[src/rtl/bcdalu_pkg.sv]
`timescale 1ns/1ps
package bcdalu_pkg;
  localparam int BYTE_W  = 8;
  localparam int DIG_W   = 4;
  localparam int WIDE_W  = BYTE_W + 2;
  localparam int LDIG_W  = DIG_W + 1;
  localparam int SDIG_W  = DIG_W + 2;

  localparam logic [LDIG_W-1:0] DIG_TEN   = LDIG_W'(10);
  localparam logic [LDIG_W-1:0] DIG_WRAP  = LDIG_W'(26);
  localparam logic [WIDE_W-1:0] HI_LIMIT  = WIDE_W'(8'hA0);
  localparam logic [BYTE_W-1:0] HI_FIX    = 8'h60;
  localparam logic [BYTE_W-1:0] LO_FIX_UP = 8'h0A;
  localparam logic [BYTE_W-1:0] LO_FIX_DN = 8'hFA;
  // -10 written as an unsigned SDIG_W-bit code
  localparam logic [SDIG_W-1:0] SDIG_M10  = SDIG_W'(54);

  typedef struct packed {
    logic [BYTE_W-1:0] res;
    logic              n;
    logic              z;
    logic              v;
    logic              c;
  } alu_word_t;

  function automatic logic ovf_of_add(input logic [BYTE_W-1:0] a,
                                      input logic [BYTE_W-1:0] b,
                                      input logic [BYTE_W-1:0] r);
    logic [BYTE_W-1:0] t;
    t = ~(a ^ b) & (a ^ r);
    return t[BYTE_W-1];
  endfunction

  function automatic logic ovf_of_sub(input logic [BYTE_W-1:0] a,
                                      input logic [BYTE_W-1:0] b,
                                      input logic [BYTE_W-1:0] r);
    logic [BYTE_W-1:0] t;
    t = (a ^ b) & (a ^ r);
    return t[BYTE_W-1];
  endfunction

  function automatic logic [LDIG_W-1:0] low_digit_sum(input logic [DIG_W-1:0] a,
                                                      input logic [DIG_W-1:0] b,
                                                      input logic cin);
    return {1'b0, a} + {1'b0, b} + {{DIG_W{1'b0}}, cin};
  endfunction

  // two's-complement SDIG_W-bit result, MSB is the sign
  function automatic logic [SDIG_W-1:0] low_digit_diff(input logic [DIG_W-1:0] a,
                                                       input logic [DIG_W-1:0] b,
                                                       input logic cin);
    return {2'b00, a} - {2'b00, b} + {{(SDIG_W-1){1'b0}}, cin} - SDIG_W'(1);
  endfunction
endpackage

[src/rtl/bcdalu_bin_core.sv]
`timescale 1ns/1ps
module bcdalu_bin_core
  import bcdalu_pkg::*;
(
  input  logic [BYTE_W-1:0] a_i,
  input  logic [BYTE_W-1:0] b_i,
  input  logic              cin_i,
  input  logic              sub_i,
  output logic [BYTE_W:0]   raw_o,
  output alu_word_t         word_o
);
  logic [BYTE_W-1:0] b_eff;

  // one carry chain: subtraction adds the inverted operand
  assign b_eff = sub_i ? ~b_i : b_i;
  assign raw_o = {1'b0, a_i} + {1'b0, b_eff} + {{BYTE_W{1'b0}}, cin_i};

  always_comb begin
    word_o.res = raw_o[BYTE_W-1:0];
    word_o.c   = raw_o[BYTE_W];
    word_o.n   = raw_o[BYTE_W-1];
    word_o.z   = ~|raw_o[BYTE_W-1:0];
    word_o.v   = sub_i ? ovf_of_sub(a_i, b_i, raw_o[BYTE_W-1:0])
                       : ovf_of_add(a_i, b_i, raw_o[BYTE_W-1:0]);
  end
endmodule

[src/rtl/bcdalu_dec_adjust.sv]
`timescale 1ns/1ps
module bcdalu_dec_adjust
  import bcdalu_pkg::*;
(
  input  logic [BYTE_W-1:0] a_i,
  input  logic [BYTE_W-1:0] b_i,
  input  logic              cin_i,
  input  logic              sub_i,
  input  logic [BYTE_W:0]   raw_i,
  input  alu_word_t         bin_i,
  output logic [WIDE_W-1:0] wide_o,
  output alu_word_t         word_o
);
  logic [LDIG_W-1:0] lo_add;
  logic [SDIG_W-1:0] lo_sub;
  logic              lo_neg, lo_deep;
  alu_word_t         add_w, sub_w;
  logic [BYTE_W-1:0] sub_res;

  assign lo_add  = low_digit_sum(a_i[DIG_W-1:0], b_i[DIG_W-1:0], cin_i);
  assign lo_sub  = low_digit_diff(a_i[DIG_W-1:0], b_i[DIG_W-1:0], cin_i);
  assign lo_neg  = lo_sub[SDIG_W-1];
  assign lo_deep = lo_neg && (lo_sub < SDIG_M10);

  // addition: low-digit fix on the wide sum, then the high-digit fix
  always_comb begin
    wide_o = {1'b0, raw_i};
    if (lo_add >= DIG_TEN)
      wide_o = (lo_add < DIG_WRAP) ? wide_o + WIDE_W'(6) : wide_o - WIDE_W'(10);
    add_w.z = ~|raw_i[BYTE_W-1:0];
    add_w.n = wide_o[BYTE_W-1];
    add_w.v = ovf_of_add(a_i, b_i, wide_o[BYTE_W-1:0]);
    if (wide_o >= HI_LIMIT) begin
      add_w.c   = 1'b1;
      add_w.res = wide_o[BYTE_W-1:0] + HI_FIX;
    end else begin
      add_w.c   = 1'b0;
      add_w.res = wide_o[BYTE_W-1:0];
    end
  end

  // subtraction: flags stay binary, only the byte is corrected
  always_comb begin
    sub_res = bin_i.res;
    if (lo_neg)
      sub_res = sub_res + (lo_deep ? LO_FIX_UP : LO_FIX_DN);
    if (!bin_i.c)
      sub_res = sub_res - HI_FIX;
    sub_w     = bin_i;
    sub_w.res = sub_res;
  end

  assign word_o = sub_i ? sub_w : add_w;
endmodule

[src/rtl/bcdalu_out_stage.sv]
`timescale 1ns/1ps
module bcdalu_out_stage
  import bcdalu_pkg::*;
#(
  parameter bit REG_OUT = 1'b1
) (
  input  logic      clk,
  input  logic      rst_n,
  input  alu_word_t d_i,
  output alu_word_t q_o
);
  generate
    if (REG_OUT) begin : g_reg
      always_ff @(posedge clk or negedge rst_n) begin
        if (!rst_n) q_o <= '0;
        else        q_o <= d_i;
      end


      reg_follow_chk: assert property (@(posedge clk) disable iff (!rst_n)
        1'b1 |=> (q_o == $past(d_i)));
    end else begin : g_pass
      assign q_o = d_i;
    end
  endgenerate
endmodule

[src/rtl/bcdalu_unit.sv]
`timescale 1ns/1ps
module bcdalu_unit
  import bcdalu_pkg::*;
#(
  parameter bit REG_OUT = 1'b1
) (
  input  logic              clk,
  input  logic              rst_n,
  input  logic [BYTE_W-1:0] acc_i,
  input  logic [BYTE_W-1:0] opnd_i,
  input  logic              carry_i,
  input  logic              dec_mode_i,
  input  logic              sub_i,
  output logic [BYTE_W-1:0] result_o,
  output logic              neg_o,
  output logic              zero_o,
  output logic              ovf_o,
  output logic              carry_o
);
  logic [BYTE_W:0]   bin_raw;
  logic [WIDE_W-1:0] dec_wide;
  alu_word_t         bin_w, dec_w, next_w, held_w;

  bcdalu_bin_core u_bin (
    .a_i(acc_i), .b_i(opnd_i), .cin_i(carry_i), .sub_i(sub_i),
    .raw_o(bin_raw), .word_o(bin_w)
  );

  bcdalu_dec_adjust u_dec (
    .a_i(acc_i), .b_i(opnd_i), .cin_i(carry_i), .sub_i(sub_i),
    .raw_i(bin_raw), .bin_i(bin_w), .wide_o(dec_wide), .word_o(dec_w)
  );

  assign next_w = dec_mode_i ? dec_w : bin_w;

  bcdalu_out_stage #(.REG_OUT(REG_OUT)) u_out (
    .clk(clk), .rst_n(rst_n), .d_i(next_w), .q_o(held_w)
  );

  assign result_o = held_w.res;
  assign neg_o    = held_w.n;
  assign zero_o   = held_w.z;
  assign ovf_o    = held_w.v;
  assign carry_o  = held_w.c;


  bin_add_sum_chk: assert property (@(posedge clk) disable iff (!rst_n)
    (!dec_mode_i && !sub_i) |->
      ({next_w.c, next_w.res} == ({1'b0, acc_i} + {1'b0, opnd_i} + {{BYTE_W{1'b0}}, carry_i})));


  bin_sub_borrow_chk: assert property (@(posedge clk) disable iff (!rst_n)
    (!dec_mode_i && sub_i) |->
      (next_w.c == (({1'b0, acc_i} + {{BYTE_W{1'b0}}, carry_i}) > {1'b0, opnd_i})));


  dec_add_zero_chk: assert property (@(posedge clk) disable iff (!rst_n)
    (dec_mode_i && !sub_i) |->
      (next_w.z == (BYTE_W'(acc_i + opnd_i + {{(BYTE_W-1){1'b0}}, carry_i}) == '0)));


  dec_add_carry_chk: assert property (@(posedge clk) disable iff (!rst_n)
    (dec_mode_i && !sub_i) |-> (next_w.c == (dec_wide >= HI_LIMIT)));


  dec_sub_flags_chk: assert property (@(posedge clk) disable iff (!rst_n)
    (dec_mode_i && sub_i) |->
      ({next_w.n, next_w.z, next_w.v, next_w.c} == {bin_w.n, bin_w.z, bin_w.v, bin_w.c}));
endmodule

[config.mk]
export PLATFORM = sky130hd
export DESIGN_NAME = bcdalu_unit
export DESIGN_NICKNAME = d
export VERILOG_FILES = /design/src/rtl/bcdalu_pkg.sv /design/src/rtl/bcdalu_bin_core.sv /design/src/rtl/bcdalu_dec_adjust.sv /design/src/rtl/bcdalu_out_stage.sv /design/src/rtl/bcdalu_unit.sv
export SDC_FILE = /design/constraint.sdc
export NUM_CORES = 1
export LEC_CHECK = 0
export BUFFER_PORTS_ARGS = -buffer_cell sky130_fd_sc_hd__buf_2
export CORE_ASPECT_RATIO = 2
export CORE_MARGIN = 2
export CORE_UTILIZATION = 58
export CTS_CLUSTER_SIZE = 12
export DETAILED_ROUTE_END_ITERATION = 10
export PLACE_DENSITY = 0.79
export SETUP_SLACK_MARGIN = 0.4
export SYNTH_ARGS = -nofsm -noshare
export SYNTH_HDL_FRONTEND = slang
export SYNTH_SLANG_ARGS = --single-unit
[constraint.sdc]
create_clock -name clk -period 0.8 [get_ports clk]
set_clock_uncertainty 0.15 [all_clocks]
set_input_delay 0.04 -clock clk [delete_from_list [all_inputs] [get_ports clk]]
set_output_delay 0.04 -clock clk [all_outputs]
set_load 0.01 [all_outputs]
==> qor.yml, run 1 <==
status: "stopped before the end"
lastStage: "clock tree synthesis"
error: "[ERROR DPL-0033] detailed placement checks failed during check placement."
htreeDepth: 1
synthArstFlopShare_pct: 100
place_congestion: 0.911
io_pins: 33
synthCells: 272
synth_top_family_by_area: "compound AO/OA/AOI/OAI gates"
cts_resized: 54
portBuffers: 32
synth.avg_cell_area_um2: 8.04
synth_area_um2: 2190
cts.sinks: 12
synth_warnings: 0
netlist_top_cells_area: "ha_1, dfrtp_1, xnor2_1"
cts_root_buf: "clkbuf_8"
yosysMostFrequentCell: "ha_1"
die_width_um: 47.4
yosysSeqAreaShare_pct: 13.7
initial_core_util_pct: 60.6
place_ws_ns: -3.27
synth_nets: 326
numCtsBuffers: 3
synth_xor_area_share_pct: 12.3
die_h_um: 90.8
synth_top_area_share_pct: 16.0
synth_enable_flop_cells: 0
hpwl_mm: 6.38
synth_common_cells: "ha_1, a21oi_1, nor2_1, inv_1"
synth-compound-area-share_pct: 24.0
fp-row-count: 31
synthSimpleGateAreaFrac_pct: 18.8
ys_ff_latch: 12
synthMuxAreaShare_pct: 5.55
ys.flop_type: "dfrtp_1"
yosys.area_share.adder_pct: 20.6
cts_setup_buffers: 10
synth_top_area_cell: "ha_1"
synth_cell_type_count: 56
clockBufferDepth: 2
cell families after synthesis:
kind of cell	count (synthesis)
DFF	12
adders and majority gates	33
and+or+nand+nor	82
buffers and inverters	29
muxes	12
AOI/OAI and AO/OA	75
xor gates and xnor gates	29
stage by stage:
stage / cells / hold WS [ns] / area (µm²)
after floorplan: 272 / -0.406 / 2410
after global placement: 432 / -0.230 / 3200
after detailed placement: 432 / -0.225 / 3200
==> run 2: changes to the inputs <==
--- a/config.mk
+++ b/config.mk
@@ -6,13 +6,10 @@
 export NUM_CORES = 1
 export LEC_CHECK = 0
 export BUFFER_PORTS_ARGS = -buffer_cell sky130_fd_sc_hd__buf_2
-export CORE_ASPECT_RATIO = 2
 export CORE_MARGIN = 2
-export CORE_UTILIZATION = 58
-export CTS_CLUSTER_SIZE = 12
+export CORE_UTILIZATION = 40
 export DETAILED_ROUTE_END_ITERATION = 10
-export PLACE_DENSITY = 0.79
-export SETUP_SLACK_MARGIN = 0.4
+export PLACE_DENSITY_LB_ADDON = 0.15
 export SYNTH_ARGS = -nofsm -noshare
 export SYNTH_HDL_FRONTEND = slang
 export SYNTH_SLANG_ARGS = --single-unit
==> run 2 against run 1 <==
Effect of this change:
- the flow now finishes, with violations (negative setup slack)
- synthesized cell count unchanged
- area after synthesis stayed put
==> qor.yml, run 2 <==
p_per_area_nw_per_um2: 2420
peakVddDrop_mv: 1.30
grt_pass1_wl_mm: 10.2
nNetsFinal: 445
ys.flop_type: "dfrtp_1"  # unchanged
largest_register_ff_count: 12
synth_enable_flop_cells: 0  # unchanged
synth_top_area_cell: "ha_1"  # unchanged
maxSlewViolCount: 0
status: "finished with violations"  # was stopped before the end
hpwl_mm: 4.81  # was 6.38 mm
drc: 0
violations: "negative setup slack"
die_width_um: 77.9  # was 47.4 µm
ant_nets: 0
synth_area_um2: 2190  # unchanged
cap_violations: 0
internal_power_mw: 4.96
worstSetupStartpointType: "input pin"
setup_violations: 24
power.leakage_nw: 1.70
gr-total-overflow: 0
synthArstFlopShare_pct: 100  # unchanged
die_h_um: 77.9  # was 90.8 µm
cts.sinks: 12  # unchanged
slew_headroom_pct: 75.1
place_ws_ns: -3.09  # was -3.27 ns
crit_type: "in2reg"
synth_common_cells: "ha_1, a21oi_1, nor2_1, inv_1"  # unchanged
ys_ff_latch: 12  # unchanged
cp_top_family: "adder cells"
dpl_cell_area_um2: 3160  # was 3200 µm²
synth.avg_cell_area_um2: 8.04  # unchanged
num_antenna_cells: 0
syn2layout_area_growth_pct: 63.3
synth_nets: 326  # unchanged
numCtsBuffers: 3  # unchanged
arrival_ns: 3.46
fillers: 438
end_kind: "flip-flop"
synth_warnings: 0  # unchanged
initial_core_util_pct: 42.0  # was 60.6%
tns_ns: -25.27
vias_per_cell: 4.99
drt_wl_total_mm: 5.90
clock_power_share_pct: 5.9
cp_slowest_cell: "fa_2"
fmax_ghz: 0.286
first_global_vias: 2342
num_vias: 2291
largest_registers: "u_out.q_o x12"
yosysSeqAreaShare_pct: 13.7  # unchanged
cts_tree: "built"
synthCells: 272  # unchanged
cts_root_buf: "clkbuf_8"  # unchanged
dr.pass1.iters: 4
io_pins: 33  # unchanged
htreeDepth: 1  # unchanged
rsz0062_at_grt: "true"
synth_top_area_share_pct: 16.0  # unchanged
drtIter0Drc: 87
cp_max_fo: 4
portBuffers: 32  # unchanged
mostFrequentLayoutCell: "buf_4"
regMostFlops: "u_out.q_o"
grt_antenna_before_repair: 0
grt_max_degree: 13
synth_cell_type_count: 56  # unchanged
switching_share_pct: 42.7
yosysMostFrequentCell: "ha_1"  # unchanged
die_area_um2: 6080
crit_chain: "buf_6, clkinvlp_4, fa_2, fa_2, xnor2_2, a21oi_1, mux2_4, and2_4, ha_4, nor2b_4, a2111oi_4, nor2_2, xnor2_2, mux2i_1, a21oi_2, and3_1, o31a_1"
seqPwrFrac_pct: 10.0
drive_gt1_share_pct: 51.2
final_cell_mix: "buf_4, buf_2, nor2_1, a21oi_1, ha_1"
place_congestion: 0.839  # was 0.911
netlist_top_cells_area: "ha_1, dfrtp_1, xnor2_1"  # unchanged
hold_path.class: "in2reg"
power_frac_comb_pct: 84.1
post-route-min-period_ns: 3.50
clk_pin_slew_ns: 0.05
fp-row-count: 26  # was 31
netSwitchingPower_mw: 3.70
worst_slew_pin_slew_ns: 0.368
max_stage_delay_ns: 0.39
final_cell_area_um2: 3570
finalHoldViolCount: 0
clockBufferDepth: 2  # unchanged
grtUsageTotal_pct: 20.1
holdWs_ns: 0.0445
core_area_um2: 5200
path_buf_inv: 2
fin_ws_ns: -2.70
required_ns: 0.76
wl_per_cell_um: 12.8
min_period_over_period_pct: 438
## run 2: cell counts after synthesis
Identical to the previous run, type by type.
## run 2: final timing paths
path	cells after the start	end	start	slack (ns)
setup / recovery	17	u_out.q_o[1]$_DFF_PN0_	acc_i[0]	-2.70
hold / removal	4	u_out.q_o[10]$_DFF_PN0_	dec_mode_i	0.04
min in group asynchronous	2	u_out.q_o[2]$_DFF_PN0_	rst_n	0.05
max in group asynchronous	2	u_out.q_o[11]$_DFF_PN0_	rst_n	0.25
## run 2: power groups by stage
stage | clock network, mW | logic (mW) | registers (mW)
final | 0.512 | 7.28 | 0.868
after floorplan | 0 | 4.03 | 1.01
after global routing | 0.562 | 8.01 | 0.887
after CTS | 0.522 | 6.69 | 0.873
after detailed placement | 0 | 6.25 | 0.882
after global placement | 0 | 6.17 | 0.875
## run 2: routing by layer
layer,track usage [%],wire length (µm)
met5,0,0
met4,2.98,17
met3,0.698,116
met2,36.6,2950
met1,26.8,2810
## run 2: layout make-up
type	count	area, µm²	share of cell area [%]
multi-input cells	231	2160	60.5
inverters	22	88.8	2.49
well taps	70	87.6	2.45
repair buffers	121	893	25.0
clock buffers	3	41.3	1.16
flip-flops and latches	12	300	8.41
## run 2: logic make-up (layout without fill, tap and decap cells)
logic type	Yosys count	count (layout)	share of synthesized area (%)
XOR/XNOR	29	29	12.3
buffers and inverters	29	146	5.03
adder cells (fa/ha/maj)	33	33	20.6
multiplexers	12	12	5.55
AO/OA/AOI/OAI	75	75	24.0
AND/OR/NAND/NOR	82	82	18.8
flip-flops	12	12	13.7
## run 2: timing repair
item	in CTS	in global routing
endpoints found under the setup margin	24	24
hold endpoints to repair	12	0
pin swaps	22	42
hold buffers	1	0
setup buffers	4	8
resized for setup	27	40
## run 2: through the flow
stage	total power, mW	utilization (%)	instances
finish	8.66	68.6	459
global route	9.46	68.6	459
CTS	8.08	64.4	452
detailed placement	7.14	60.6	444
global placement	7.04	60.6	444
floorplan	5.05	-	272
Power figures use the tool's default switching activity.
==> run 3: changes to the inputs <==
--- a/config.mk
+++ b/config.mk
@@ -5,10 +5,10 @@
 export SDC_FILE = /design/constraint.sdc
 export NUM_CORES = 1
 export LEC_CHECK = 0
-export BUFFER_PORTS_ARGS = -buffer_cell sky130_fd_sc_hd__buf_2
 export CORE_MARGIN = 2
 export CORE_UTILIZATION = 40
 export DETAILED_ROUTE_END_ITERATION = 10
+export DONT_BUFFER_PORTS = 1
 export PLACE_DENSITY_LB_ADDON = 0.15
 export SYNTH_ARGS = -nofsm -noshare
 export SYNTH_HDL_FRONTEND = slang
==> run 3 against run 2 <==
Effect of this change:
- the run ends with negative hold slack, negative setup slack left
- cell count decreased by 8.9%
- fmax decreased by 0.94%
- worst setup slack got worse by 0.033 ns
- sequential cell count unchanged
- combinational power decreased by 6.9%
- sequential share of layout area increased by 0.80 points
- non-clock buffer count decreased by 42
- first-iteration DRC count increased by 24%
- final area decreased by 8.7%
- critical path depth unchanged
- utilization decreased by 5.9 points
- largest power group unchanged
- highest routed layer unchanged
==> qor.yml, run 3 (same netlist as run 2, synthesis figures left out) <==
status: "finished with violations"  # unchanged
violations: "negative hold slack, negative setup slack"  # was negative setup slack
numCtsBuffers: 3  # unchanged
first_global_vias: 2182  # was 2342
syn2layout_area_growth_pct: 49.2  # was 63.3%
min_period_over_period_pct: 442  # was 438%
maxSlewViolCount: 0  # unchanged
peakVddDrop_mv: 1.25  # was 1.30 mV
drive_gt1_share_pct: 44.0  # was 51.2%
holdWs_ns: -0.189  # was 0.0445 ns
place_congestion: 0.803  # was 0.839
worst_slew_pin_slew_ns: 0.486  # was 0.368 ns
wl_per_cell_um: 13.0  # was 12.8 µm
gr-total-overflow: 0  # unchanged
largest_registers: "u_out.q_o x12"  # unchanged
crit_type: "in2reg"  # unchanged
tns_ns: -24.70  # was -25.27 ns
cp_max_fo: 4  # unchanged
cap_violations: 0  # unchanged
hpwl_mm: 4.54  # was 4.81 mm
nNetsFinal: 403  # was 445
die_h_um: 77.9  # unchanged
finalHoldViolCount: 7  # was 0
cts_hold_repair.buffers: 1  # unchanged
mostFrequentLayoutCell: "buf_4"  # unchanged
grt_max_degree: 19  # was 13
arrival_ns: 3.49  # was 3.46 ns
final_cell_mix: "buf_4, nor2_1, ha_1, a21oi_1, inv_1"  # was buf_4, buf_2, nor2_1, a21oi_1, ha_1
num_vias: 2151  # was 2291
die_area_um2: 6080  # unchanged
drt_wl_total_mm: 5.45  # was 5.90 mm
grt_pass1_wl_mm: 9.63  # was 10.2 mm
crit_start: "acc_i[0]"  # unchanged
cts.sinks: 12  # unchanged
dr.pass1.iters: 4  # unchanged
post-route-min-period_ns: 3.53  # was 3.50 ns
clk_pin_slew_ns: 0.05  # about the same
ff_latch_area_um2: 300  # unchanged
regMostFlops: "u_out.q_o"  # unchanged
rsz0062_at_grt: "true"  # unchanged
grt_antenna_before_repair: 0  # unchanged
finalPower_mw: 8.40  # was 8.66 mW
io_pins: 33  # unchanged
drc: 0  # unchanged
ant_nets: 0  # unchanged
required_ns: 0.76  # about the same
power.leakage_nw: 1.51  # was 1.70 nW
end_kind: "flip-flop"  # unchanged
hold_path_depth: 1  # was 4
portBuffers: 0  # was 32
worstSetupStartpointType: "input pin"  # unchanged
cts_root_buf: "clkbuf_8"  # unchanged
final_cell_count_no_fill: 418  # was 459
core_area_um2: 5200  # unchanged
grtUsageTotal_pct: 18.9  # was 20.1%
placed_cells: 403  # was 444
drtIter0Drc: 108  # was 87
setup_violations: 24  # unchanged
largest_register_ff_count: 12  # unchanged
slew_headroom_pct: 67.5  # was 75.1%
fin_ws_ns: -2.73  # was -2.70 ns
p_per_area_nw_per_um2: 2580  # was 2420 nW/µm²
hold_path.class: "in2reg"  # unchanged
die_width_um: 77.9  # unchanged
vias_per_cell: 5.15  # was 4.99
cts_tree: "built"  # unchanged
multi_input_area_um2: 2120  # was 2160 µm²
htreeDepth: 1  # unchanged
num_antenna_cells: 0  # unchanged
initial_core_util_pct: 42.0  # unchanged
clockBufferDepth: 2  # unchanged
fillers: 441  # was 438
fp-row-count: 26  # unchanged
min_from: "dec_mode_i"  # unchanged
fmax_ghz: 0.283  # was 0.286 GHz
-- run 3: layout make-up --
class	count	area share [%]
sequential	12	9.20
inverter	22	2.65
clock buffer	4	1.69
timing repair buffer	79	18.8
multi-input combinational	231	65.0
tap	70	2.68
-- run 3: path summary, 6_finish.rpt --
check | end | slack [ns]
setup / recovery | u_out.q_o[11]$_DFF_PN0_ | -2.73
hold / removal | u_out.q_o[6]$_DFF_PN0_ | -0.19
max in group asynchronous | u_out.q_o[7]$_DFF_PN0_ | 0.11
min in group asynchronous | u_out.q_o[9]$_DFF_PN0_ | 0.07
-- run 3: repair_timing --
action / 4_1_cts / 5_1_grt
pin swaps: 8 / 9
gates cloned: 0 / 0
gates resized for setup: 29 / 14
buffers inserted: 9 / 2
hold endpoints to repair: 19 / 7
setup endpoints to repair: 24 / 24
-- run 3: critical path, cell delays in order --
cell	delay (ns)
clkinvlp_4	0.08
fa_2	0.39
fa_2	0.43
xnor2_2	0.22
a21oi_1	0.09
mux2_4	0.27
and2_4	0.19
ha_4	0.25
nor2b_4	0.13
a2111oi_4	0.33
buf_4	0.20
o2111ai_2	0.11
mux2i_1	0.20
o22a_1	0.24
a211oi_2	0.10
xnor2_1	0.15
o21ai_1	0.08
-- run 3: through the flow --
step | hold slack [ns] | util, % | setup slack (ns) | instance area (µm²)
2_1_floorplan | -0.406 | - | -2.83 | 2410
3_3_place_gp | -0.405 | 56.3 | -2.99 | 2930
3_5_place_dp | -0.405 | 56.3 | -3.03 | 2930
4_1_cts | -0.186 | 61.1 | -2.67 | 3180
5_1_grt | -0.186 | 62.7 | -2.89 | 3260
6_report | -0.189 | 62.7 | -2.73 | 3260
-- run 3: per-layer routing --
metal | share of wire [%] | track usage, % | up-vias | routed length, µm
li1 | - | - | 1117 | -
met3 | 2.6 | 1.40 | 4 | 141
met5 | 0 | 0 | - | 0
met4 | 0.26 | 1.58 | 0 | 14
met1 | 51 | 26.3 | 994 | 2750
met2 | 47 | 33.3 | 36 | 2540
-- run 3: power breakdown --
group / internal (mW) / switching (mW)
Sequential: 0.832 / 0.190
Clock: 0.430 / 0.173
Combinational: 3.57 / 3.20
Total: 4.84 / 3.57
==> run 4: changes to the inputs <==
--- a/config.mk
+++ b/config.mk
@@ -5,11 +5,13 @@
 export SDC_FILE = /design/constraint.sdc
 export NUM_CORES = 1
 export LEC_CHECK = 0
+export ABC_AREA = 1
 export CORE_MARGIN = 2
 export CORE_UTILIZATION = 40
 export DETAILED_ROUTE_END_ITERATION = 10
 export DONT_BUFFER_PORTS = 1
 export PLACE_DENSITY_LB_ADDON = 0.15
+export REMOVE_ABC_BUFFERS = 1
 export SYNTH_ARGS = -nofsm -noshare
 export SYNTH_HDL_FRONTEND = slang
 export SYNTH_SLANG_ARGS = --single-unit
==> run 4 against run 3 <==
Effect of this change:
- critical path type unchanged
- sequential cell count unchanged
- final area increased by 16%
- the flow finishes with violations (design-rule violations, negative hold slack, negative setup slack)
- fmax grew 4.2%
- power up 11%
- cell count rose by 29%
- global-route usage rose by 4.8 points
- count of clock-buffer cells in the layout decreased by 1
==> qor.yml, run 4 <==
status: "finished with violations"  # unchanged
violations: "design-rule violations, negative hold slack, negative setup slack"  # was negative hold slack, negative setup slack
synth_top_area_cell: "ha_1"  # unchanged
p_per_area_nw_per_um2: 2480  # was 2580 nW/µm²
crit_start: "acc_i[0]"  # unchanged
nNetsFinal: 523  # was 403
synthCells: 358  # was 272
switching_share_pct: 46.2  # was 42.4%
place_ws_ns: -2.97  # was -3.03 ns
dr.pass1.iters: 7  # was 4
hold_path.class: "in2reg"  # unchanged
maxSlewViolCount: 0  # unchanged
synth_area_um2: 2280  # was 2190 µm²
netSwitchingPower_mw: 4.32  # was 3.57 mW
numCtsBuffers: 3  # unchanged
tns_ns: -20.87  # was -24.70 ns
min_from: "dec_mode_i"  # unchanged
cts_root_buf: "clkbuf_8"  # unchanged
max_stage_delay_ns: 0.54  # was 0.43 ns
final_cell_area_um2: 3770  # was 3260 µm²
cp_max_fo: 4  # unchanged
internal_power_mw: 5.04  # was 4.84 mW
yosysMostFrequentCell: "nand2_1"  # was ha_1
place_congestion: 0.853  # was 0.803
mostFrequentLayoutCell: "buf_4"  # unchanged
clk_pin_slew_ns: 0.04  # was 0.05 ns
cap_violations: 0  # unchanged
io_pins: 33  # unchanged
end_kind: "flip-flop"  # unchanged
fin_ws_ns: -2.59  # was -2.73 ns
drtIter0Drc: 145  # was 108
ant_nets: 0  # unchanged
ys.flop_type: "dfrtp_1"  # unchanged
ys_ff_latch: 12  # unchanged
htreeDepth: 1  # unchanged
num_vias: 2692  # was 2151
peakVddDrop_mv: 1.20  # was 1.25 mV
finalHoldViolCount: 5  # was 7
netlist_top_cells_area: "ha_1, nand2_1, dfrtp_1"  # was ha_1, dfrtp_1, xnor2_1
drt_wl_total_mm: 7.47  # was 5.45 mm
regMostFlops: "u_out.q_o"  # unchanged
initial_core_util_pct: 41.4  # was 42.0%
cts.sinks: 12  # unchanged
die_width_um: 79.5  # was 77.9 µm
gr-total-overflow: 0  # unchanged
synth_cell_type_count: 39  # was 56
fp-row-count: 27  # was 26
min_period_over_period_pct: 424  # was 442%
post-route-min-period_ns: 3.39  # was 3.53 ns
synth_common_cells: "nand2_1, inv_1, nand3_1, ha_1, nor2_1"  # was ha_1, a21oi_1, nor2_1, inv_1
drc: 1  # was 0
portBuffers: 0  # unchanged
hpwl_mm: 5.16  # was 4.54 mm
holdWs_ns: -0.207  # was -0.189 ns
num_antenna_cells: 0  # unchanged
final_cell_mix: "buf_4, nand2_1, inv_1, nand3_1, nand2_2"  # was buf_4, nor2_1, ha_1, a21oi_1, inv_1
rsz0062_at_grt: "true"  # unchanged
worst_slew_pin_slew_ns: 0.493  # was 0.486 ns
synth.avg_cell_area_um2: 6.36  # was 8.04 µm²
wl_per_cell_um: 13.9  # was 13.0 µm
power.leakage_nw: 1.96  # was 1.51 nW
cts_hold_repair.buffers: 1  # unchanged
first_global_vias: 2772  # was 2182
clock_power_share_pct: 5.4  # was 7.2%
die_h_um: 79.5  # was 77.9 µm
synthArstFlopShare_pct: 100  # unchanged
slew_headroom_pct: 67.0  # was 67.5%
grt_pass1_wl_mm: 12.1  # was 9.63 mm
worstSetupStartpointType: "input pin"  # unchanged
arrival_ns: 3.40  # was 3.49 ns
power_frac_comb_pct: 84.2  # was 80.7%
largest_register_ff_count: 12  # unchanged
core_area_um2: 5510  # was 5200 µm²
drive_gt1_share_pct: 46.3  # was 44.0%
yosysSeqAreaShare_pct: 13.2  # was 13.7%
required_ns: 0.81  # was 0.76 ns
grt_antenna_before_repair: 0  # unchanged
vias_per_cell: 4.99  # was 5.15
cp_slowest_cell: "fa_2"  # unchanged
synth_warnings: 0  # unchanged
fmax_ghz: 0.295  # was 0.283 GHz
dpl_cell_area_um2: 2970  # was 2930 µm²
cts_tree: "built"  # unchanged
post-route-util_pct: 68.5  # was 62.7%
synth_enable_flop_cells: 0  # unchanged
largest_registers: "u_out.q_o x12"  # unchanged
finalPower_mw: 9.35  # was 8.40 mW
seqPwrFrac_pct: 10.4  # was 12.2%
setup_violations: 24  # unchanged
synth_top_area_share_pct: 15.4  # was 16.0%
fillers: 412  # was 441
crit_type: "in2reg"  # unchanged
grt_max_degree: 16  # was 19
die_area_um2: 6310  # was 6080 µm²
syn2layout_area_growth_pct: 65.5  # was 49.2%
grtUsageTotal_pct: 23.8  # was 18.9%
clockBufferDepth: 2  # unchanged
[run 4: metrics by stage]
step / hold slack [ns] / std cells
after floorplan: -0.406 / 355
after global placement: -0.405 / 508
after detailed placement: -0.405 / 508
after CTS: -0.199 / 534
after global routing: -0.201 / 539
final: -0.207 / 539
[run 4: power groups by stage]
stage	clock, mW	sequential, mW	combinational [mW]
final	0.505	0.974	7.88
after global routing	0.561	1.01	8.56
after CTS	0.518	0.983	7.01
after detailed placement	0	0.993	5.53
after global placement	0	0.980	5.44
after floorplan	0	0.971	3.38
[run 4: cell families (layout without fill, tap and decap cells)]
family / count (synthesis) / in the layout / share of synthesized area (%)
AND/OR/NAND/NOR: 181 / 181 / 36.4
buffers and inverters: 74 / 183 / 12.4
XOR/XNOR: 18 / 18 / 7.25
flip-flops: 12 / 12 / 13.2
AO/OA/AOI/OAI: 40 / 40 / 11.0
adder cells (fa/ha/maj): 33 / 33 / 19.8
[run 4: worst paths after layout]
path | to | slack [ns] | cells past startpoint
worst max-delay path | u_out.q_o[11]$_DFF_PN0_ | -2.59 | 30
worst min-delay path | u_out.q_o[6]$_DFF_PN0_ | -0.21 | 2
max in group asynchronous | u_out.q_o[2]$_DFF_PN0_ | 0.11 | 1
min in group asynchronous | u_out.q_o[4]$_DFF_PN0_ | 0.06 | 1
[run 4: timing repair]
| action | CTS | global route |
|---|---|---|
| setup buffers | 25 | 12 |
| resized for setup | 94 | 40 |
| pin swaps | 58 | 43 |
| setup endpoints to repair | 24 | 24 |
| endpoints found under the hold margin | 17 | 5 |
[run 4: per-layer routing]
layer	GRT usage [%]	vias up	routed length (µm)	part of all wire, %
li1	-	1358	-	-
met1	28.7	1246	3120	42
met2	43.7	67	3890	52
met3	2.71	21	298	4.0
met4	7.24	0	159	2.1
met5	0	-	0	0
[run 4: worst max-delay path: cells and delay by family]
family,cells,cell delay [ns]
adders and majority gates,5,1.23
xor gates and xnor gates,1,0.15
AOI/OAI and AO/OA,2,0.28
buffers and inverters,7,0.31
and+or+nand+nor,15,1.41
[run 4: area by class of cell]
| class | count | area, µm² | area share [%] |
|---|---|---|---|
| Multi-Input combinational cell | 272 | 2130 | 56.6 |
| Timing Repair Buffer | 109 | 910 | 24.1 |
| Sequential cell | 12 | 300 | 7.97 |
| Inverter | 71 | 295 | 7.83 |
| Tap cell | 72 | 90.1 | 2.39 |
| Clock buffer | 3 | 41.3 | 1.10 |
